$ cat src/rtl/fb_pkg.sv
package fb_pkg;

    localparam int FB_ERR_W = 24;

    typedef enum logic {
        APPLY_SPLIT = 1'b0,
        APPLY_WHOLE = 1'b1
    } apply_mode_e;

    typedef struct packed {
        logic                       vld;
        logic signed [FB_ERR_W-1:0] err;
    } fb_update_t;

    function automatic logic signed [63:0] clamp_sym(
        input logic signed [63:0] v,
        input logic signed [63:0] lim
    );
        if (v > lim)       return lim;
        else if (v < -lim) return -lim;
        else               return v;
    endfunction

endpackage

$ cat src/rtl/fb_err_capture.sv
module fb_err_capture
    import fb_pkg::*;
#(
    parameter int CW = 12
) (
    input  logic          clk,
    input  logic          rst,
    input  logic          en,
    input  logic          prd_start,
    input  logic [CW-1:0] pk1,
    input  logic          pk1_vld,
    input  logic [CW-1:0] pk2,
    input  logic          pk2_vld,
    output fb_update_t    upd
);
    logic          pend_q;
    logic [CW-1:0] pk1_q;
    logic signed [CW:0] diff;
    logic signed [CW:0] half_diff;

    always_comb begin
        diff      = $signed({1'b0, pk1_q}) - $signed({1'b0, pk2});
        half_diff = diff >>> 1;
        upd.vld   = en && pend_q && pk2_vld;
        upd.err   = FB_ERR_W'(half_diff);
    end

    always_ff @(posedge clk) begin
        if (rst || !en) begin
            pend_q <= 1'b0;
            pk1_q  <= '0;
        end else if (pk1_vld) begin
            pend_q <= 1'b1;
            pk1_q  <= pk1;
        end else if (prd_start || upd.vld) begin
            pend_q <= 1'b0;
        end
    end

    AST_ONE_UPDATE_PER_PAIR: assert property (@(posedge clk) disable iff (rst)
        (upd.vld && !pk1_vld) |=> !upd.vld);

endmodule

$ cat src/rtl/fb_pi_core.sv
module fb_pi_core
    import fb_pkg::*;
#(
    parameter int DW      = 12,
    parameter int FRAC    = 20,
    parameter int KP      = 23992,
    parameter int KI      = 22,
    parameter int LIM_DIV = 20
) (
    input  logic                 clk,
    input  logic                 rst,
    input  logic                 en,
    input  fb_update_t           upd,
    input  logic [DW-1:0]        duty_nom,
    output logic signed [DW:0]   corr
);
    localparam int ACC_W = DW + FRAC + 2;

    logic signed [ACC_W-1:0] acc_q;
    logic signed [DW:0]      corr_q;
    logic signed [63:0]      err_w, lim_w, lim_acc, p_w;
    logic signed [63:0]      acc_sum, acc_nx, corr_nx;

    always_comb begin
        err_w   = 64'(upd.err);
        lim_w   = signed'(64'(duty_nom / DW'(LIM_DIV)));
        lim_acc = lim_w <<< FRAC;
        p_w     = (err_w * 64'(KP)) >>> FRAC;
        acc_sum = 64'(acc_q) + err_w * 64'(KI);
        acc_nx  = clamp_sym(acc_sum, lim_acc);
        corr_nx = clamp_sym(p_w + (acc_nx >>> FRAC), lim_w);
    end

    always_ff @(posedge clk) begin
        if (rst || !en) begin
            acc_q  <= '0;
            corr_q <= '0;
        end else if (upd.vld) begin
            acc_q  <= ACC_W'(acc_nx);
            corr_q <= (DW+1)'(corr_nx);
        end
    end

    assign corr = corr_q;

    AST_CORR_LIMIT: assert property (@(posedge clk) disable iff (rst)
        (en && upd.vld) |=> (64'(corr_q) <= $past(lim_w) && 64'(corr_q) >= -$past(lim_w)));
    AST_ACC_LIMIT: assert property (@(posedge clk) disable iff (rst)
        (en && upd.vld) |=> (64'(acc_q) <= $past(lim_acc) && 64'(acc_q) >= -$past(lim_acc)));
    AST_DISABLE_CLEAR: assert property (@(posedge clk) disable iff (rst)
        !en |=> (corr_q == '0 && acc_q == '0));
    AST_HOLD_NO_UPDATE: assert property (@(posedge clk) disable iff (rst)
        (en && !upd.vld) |=> $stable(corr_q));

endmodule

$ cat src/rtl/fb_duty_apply.sv
module fb_duty_apply
    import fb_pkg::*;
#(
    parameter int DW = 12
) (
    input  logic               clk,
    input  logic               rst,
    input  logic               prd_start,
    input  apply_mode_e        mode_in,
    input  logic [DW-1:0]      duty_nom,
    input  logic signed [DW:0] corr,
    output logic [DW-1:0]      d1,
    output logic [DW-1:0]      d2
);
    localparam logic signed [DW+1:0] DMAX = (DW+2)'((1 << DW) - 1);

    apply_mode_e          mode_q;
    logic signed [DW:0]   half;
    logic signed [DW+1:0] nom_s, raw1, raw2;
    logic [DW-1:0]        d1_q, d2_q, sat1, sat2;

    always_comb begin
        half  = corr >>> 1;
        nom_s = $signed({2'b00, duty_nom});
        if (mode_q == APPLY_SPLIT) begin
            raw1 = nom_s - (DW+2)'(half);
            raw2 = nom_s + (DW+2)'(half);
        end else begin
            raw1 = nom_s;
            raw2 = nom_s + (DW+2)'(corr);
        end
        if (raw1 < 0)         sat1 = '0;
        else if (raw1 > DMAX) sat1 = '1;
        else                  sat1 = raw1[DW-1:0];
        if (raw2 < 0)         sat2 = '0;
        else if (raw2 > DMAX) sat2 = '1;
        else                  sat2 = raw2[DW-1:0];
    end

    always_ff @(posedge clk) begin
        if (rst) begin
            mode_q <= APPLY_SPLIT;
            d1_q   <= '0;
            d2_q   <= '0;
        end else begin
            if (prd_start) mode_q <= mode_in;
            d1_q <= sat1;
            d2_q <= sat2;
        end
    end

    assign d1 = d1_q;
    assign d2 = d2_q;

    AST_WHOLE_FIRST_NOMINAL: assert property (@(posedge clk) disable iff (rst)
        (mode_q == APPLY_WHOLE) |=> (d1_q == $past(duty_nom)));
    AST_SPLIT_BALANCED: assert property (@(posedge clk) disable iff (rst)
        (mode_q == APPLY_SPLIT && !duty_nom[DW-1])
        |=> ((DW+1)'(d1_q) + (DW+1)'(d2_q) == {$past(duty_nom), 1'b0}));

endmodule

$ cat src/rtl/fb_flux_balance.sv
module fb_flux_balance
    import fb_pkg::*;
#(
    parameter int CW      = 12,
    parameter int DW      = 12,
    parameter int FRAC    = 20,
    parameter int KP      = 23992,
    parameter int KI      = 22,
    parameter int LIM_DIV = 20
) (
    input  logic          clk,
    input  logic          rst,
    input  logic          conv_en,
    input  logic          period_start,
    input  logic          mode_sel,
    input  logic [CW-1:0] pk_first,
    input  logic          pk_first_vld,
    input  logic [CW-1:0] pk_second,
    input  logic          pk_second_vld,
    input  logic [DW-1:0] duty_nom,
    output logic [DW-1:0] duty_first,
    output logic [DW-1:0] duty_second
);
    fb_update_t         upd;
    logic signed [DW:0] corr;

    fb_err_capture #(.CW(CW)) u_cap (
        .clk(clk), .rst(rst), .en(conv_en), .prd_start(period_start),
        .pk1(pk_first), .pk1_vld(pk_first_vld),
        .pk2(pk_second), .pk2_vld(pk_second_vld), .upd(upd)
    );

    fb_pi_core #(.DW(DW), .FRAC(FRAC), .KP(KP), .KI(KI), .LIM_DIV(LIM_DIV)) u_pi (
        .clk(clk), .rst(rst), .en(conv_en), .upd(upd),
        .duty_nom(duty_nom), .corr(corr)
    );

    fb_duty_apply #(.DW(DW)) u_app (
        .clk(clk), .rst(rst), .prd_start(period_start),
        .mode_in(apply_mode_e'(mode_sel)), .duty_nom(duty_nom), .corr(corr),
        .d1(duty_first), .d2(duty_second)
    );

endmodule

$ cat config.mk
export PLATFORM = sky130hd
export DESIGN_NAME = fb_flux_balance
export DESIGN_NICKNAME = d
export VERILOG_FILES = /design/src/rtl/fb_pkg.sv /design/src/rtl/fb_err_capture.sv /design/src/rtl/fb_pi_core.sv /design/src/rtl/fb_duty_apply.sv /design/src/rtl/fb_flux_balance.sv
export SDC_FILE = /design/constraint.sdc
export NUM_CORES = 1
export LEC_CHECK = 0
export BUFFER_PORTS_ARGS = -buffer_cell sky130_fd_sc_hd__buf_2
export CORE_ASPECT_RATIO = 1.5
export CORE_MARGIN = 8
export CORE_UTILIZATION = 59
export CTS_CLUSTER_SIZE = 8
export DETAILED_ROUTE_END_ITERATION = 7
export GPL_TIMING_DRIVEN = 0
export PLACE_DENSITY = 0.84
export SETUP_SLACK_MARGIN = 0.5
export SYNTH_ARGS = -nofsm -noshare
export SYNTH_HDL_FRONTEND = slang
export SYNTH_SLANG_ARGS = --single-unit
$ cat constraint.sdc
create_clock -name clk -period 16.6 [get_ports clk]
set_input_delay 0.83 -clock clk [delete_from_list [all_inputs] [get_ports clk]]
set_output_delay 0.83 -clock clk [all_outputs]
set_load 0.01 [all_outputs]
==> results.py <==
metrics = {
    "status": {
        "status": "completed",
    },
    "critical_path": {
        "crit_fanout": 10,
        "worst_ep_required_time_ns": 16.88,
        "startpoint": "pk_second[0]",
        "start_kind": "input port",
        "reg2reg_slack_ns": 0.79,
        "crit_top_cell": "a21oi_2",
        "path_buf_inv": 11,
        "arrival_ns": 16.17,
        "crit_type": "in2reg",
        "reg2reg_from": "u_cap.pk1_q[0]$_SDFFE_PP0P_",
        "cp_top_family": "compound AO/OA/AOI/OAI gates",
        "end_kind": "register",
        "crit_slowest_cell": "fa_1",
        "cp_slowest_stage_delay_ns": 0.53,
    },
    "timing": {
        "max_freq_mhz": 62.91,
        "skew_ns": 0.01190,
        "setup_viol": 0,
        "slew_headroom_pct": 14.49,
        "rsz0062_at_grt": "true",
        "finalSetupTns_ns": 0,
        "slew_violations": 0,
        "worst_pin_slew_ns": 1.276,
        "period_share_pct": 95.76,
        "finalHoldViolCount": 0,
        "period_needed_ns": 15.90,
    },
    "run": {
        "maxCapViolations": 0,
    },
    "routing": {
        "via_per_inst": 6.412,
        "first_iter_violations": 1019,
        "drc": 0,
        "drt_first_pass_iters": 6,
        "totalWireLength_um": 48680,
        "ant_nets": 0,
        "wl_per_cell_um": 20.21,
        "vias": 15447,
    },
    "logic_synthesis": {
        "synth_common_cells": "ha_1, inv_1, nor2_1, a21oi_1, nand2_1",
        "synth-seq-area-share_pct": 10.91,
        "ys_ff_latch": 84,
        "synthSimpleGateAreaFrac_pct": 15.62,
        "synthCells": 1945,
        "yosys.area.top_type_share_pct": 22.00,
        "synth_top_family_by_area": "adder cells",
        "synth.area.top_cells": "ha_1, dfxtp_1, fa_1",
        "synth_fa_ha_area_share_pct": 31.35,
        "synth_enable_flop_cells": 0,
        "synth_xor_area_share_pct": 6.761,
        "synth_compound_area_share_pct": 24.76,
        "synth_nets": 2330,
        "synth_cell_types": 100,
        "synth-async-reset-ratio_pct": 0,
        "yosysWarnings": 0,
        "syn-cell-area_um2": 15410,
        "synth_flop_cell": "dfxtp_1",
        "synthMuxAreaShare_pct": 2.549,
        "post-synth-top-area-cell": "ha_1",
        "synth_most_common_cell": "ha_1",
        "synth.avg_cell_area_um2": 7.925,
    },
    "floorplanning": {
        "die_h_um": 214.0,
        "start_util_pct": 59.83,
        "die_w_um": 148.0,
        "fp-row-count": 72,
        "io_pins": 67,
        "floorplan.die_area_um2": 31660,
        "core_area_um2": 25760,
    },
    "global_routing": {
        "grt_pass1_wl_um": 75270,
        "grt_usage_pct": 29.00,
        "overflow": 0,
        "grt_antenna_before_repair": 1,
        "grt_pass1_vias": 15565,
        "grt_max_degree": 19,
    },
    "cts": {
        "htree_levels": 3,
        "clock_path_buffers": 2,
        "clock_latency_ns": 0.37,
        "clock-root-buffer": "clkbuf_16",
        "cts.sinks": 84,
        "cts_tree": "built",
        "clk_pin_slew_ns": 0.07,
        "cts_buffers": 9,
        "cts_hold_buf": 0,
    },
    "cells_and_area": {
        "multi_input_area_um2": 13240,
        "seq_area_um2": 1682,
        "drive_above_1_share_pct": 14.55,
        "post-route-util_pct": 68.39,
        "final.fill_count": 1983,
        "area_growth_pct": 14.30,
        "layout.nets": 2455,
    },
    "min_path": {
        "min_from": "u_pi.acc_q[28]$_SDFFE_PP0P_",
        "hold_path_class": "reg2reg",
    },
    "placed_design": {
        "hpwl_um": 36450,
        "gp_congestion": 0.9650,
        "io_buffer_count": 65,
    },
}
==> flip-flops by register name, indices dropped and copies added, names as in the netlist <==
signal        count
u_cap.pend_q      1
u_app.d1         12
u_app.mode_q      1
u_cap.pk1_q      12
u_app.d2         12
u_pi.acc_q       33
u_pi.corr        13
==> placed cells by master, fill, tap and decap left out, types with 52 or more instances in the layout <==
cell type / count
o21ai_0: 83
inv_1: 251
buf_2: 74
nor2_1: 137
a21o_1: 52
xnor2_1: 68
nand2_1: 107
a21oi_1: 114
fa_1: 69
dfxtp_1: 84
ha_1: 266
==> tightest hold or removal path, delay by kind of cell, from the launching register on <==
kind               cells  cell delay, ns
AOI/OAI and AO/OA      1            0.05
DFF                    1            0.31
and+or+nand+nor        1            0.05
==> worst paths after layout <==
| path | to | depth (start not counted) |
|---|---|---|
| min reg2reg | u_pi.acc_q[28]$_SDFFE_PP0P_ | 2 |
| max | u_pi.corr[1]$_SDFFE_PP0P_ | 75 |
| max reg2reg | u_pi.corr[1]$_SDFFE_PP0P_ | 74 |
| min | u_pi.acc_q[28]$_SDFFE_PP0P_ | 2 |
==> logic make-up after synthesis <==
family                   Yosys count
buffers and inverters            320
multiplexers                      38
AO/OA/AOI/OAI                    556
AND/OR/NAND/NOR                  484
adder cells (fa/ha/maj)          344
XOR/XNOR                         119
flip-flops                        84
==> stage by stage <==
step	worst slack, ns	instances	hold WS (ns)	area [um2]
after global placement	-2.886	2343	0.4442	16160
after detailed placement	-2.635	2344	0.4548	16180
after floorplan	0.5961	1945	0.4202	15410
after CTS	0.5001	2375	0.4642	16980
final	0.7039	2409	0.4624	17620
after global routing	0.1766	2409	0.4879	17620
==> metal layers <==
| metal | vias up | GRT usage (%) | wire [um] |
|---|---|---|---|
| met5 | - | 0 | 0 |
| met4 | 0 | 23.47 | 4235 |
| met3 | 306 | 3.569 | 2494 |
| met2 | 685 | 53.33 | 25150 |
| met1 | 7306 | 28.39 | 16800 |
| li1 | 7150 | - | - |
==> timing repair <==
action | 4_1_cts | 5_1_grt
gates resized for setup | 76 | 91
setup endpoints to repair | 13 | 13
pin swaps | 20 | 51
buffers inserted | 15 | 32
gates cloned | 0 | 1
==> final cells by class <==
cell class | count | area share, %
clock buffers | 9 | 1.278
flip-flops and latches | 84 | 9.544
inverters | 260 | 5.646
repair buffers | 114 | 3.998
multi-input cells | 1541 | 75.15
diodes | 1 | 0.01420
well taps | 333 | 2.365
clock inverters | 7 | 0.4332
plain buffers | 60 | 1.576
Power is not shown: default switching activity piles up to over one toggle a cycle in this logic, so the estimate is an artifact.
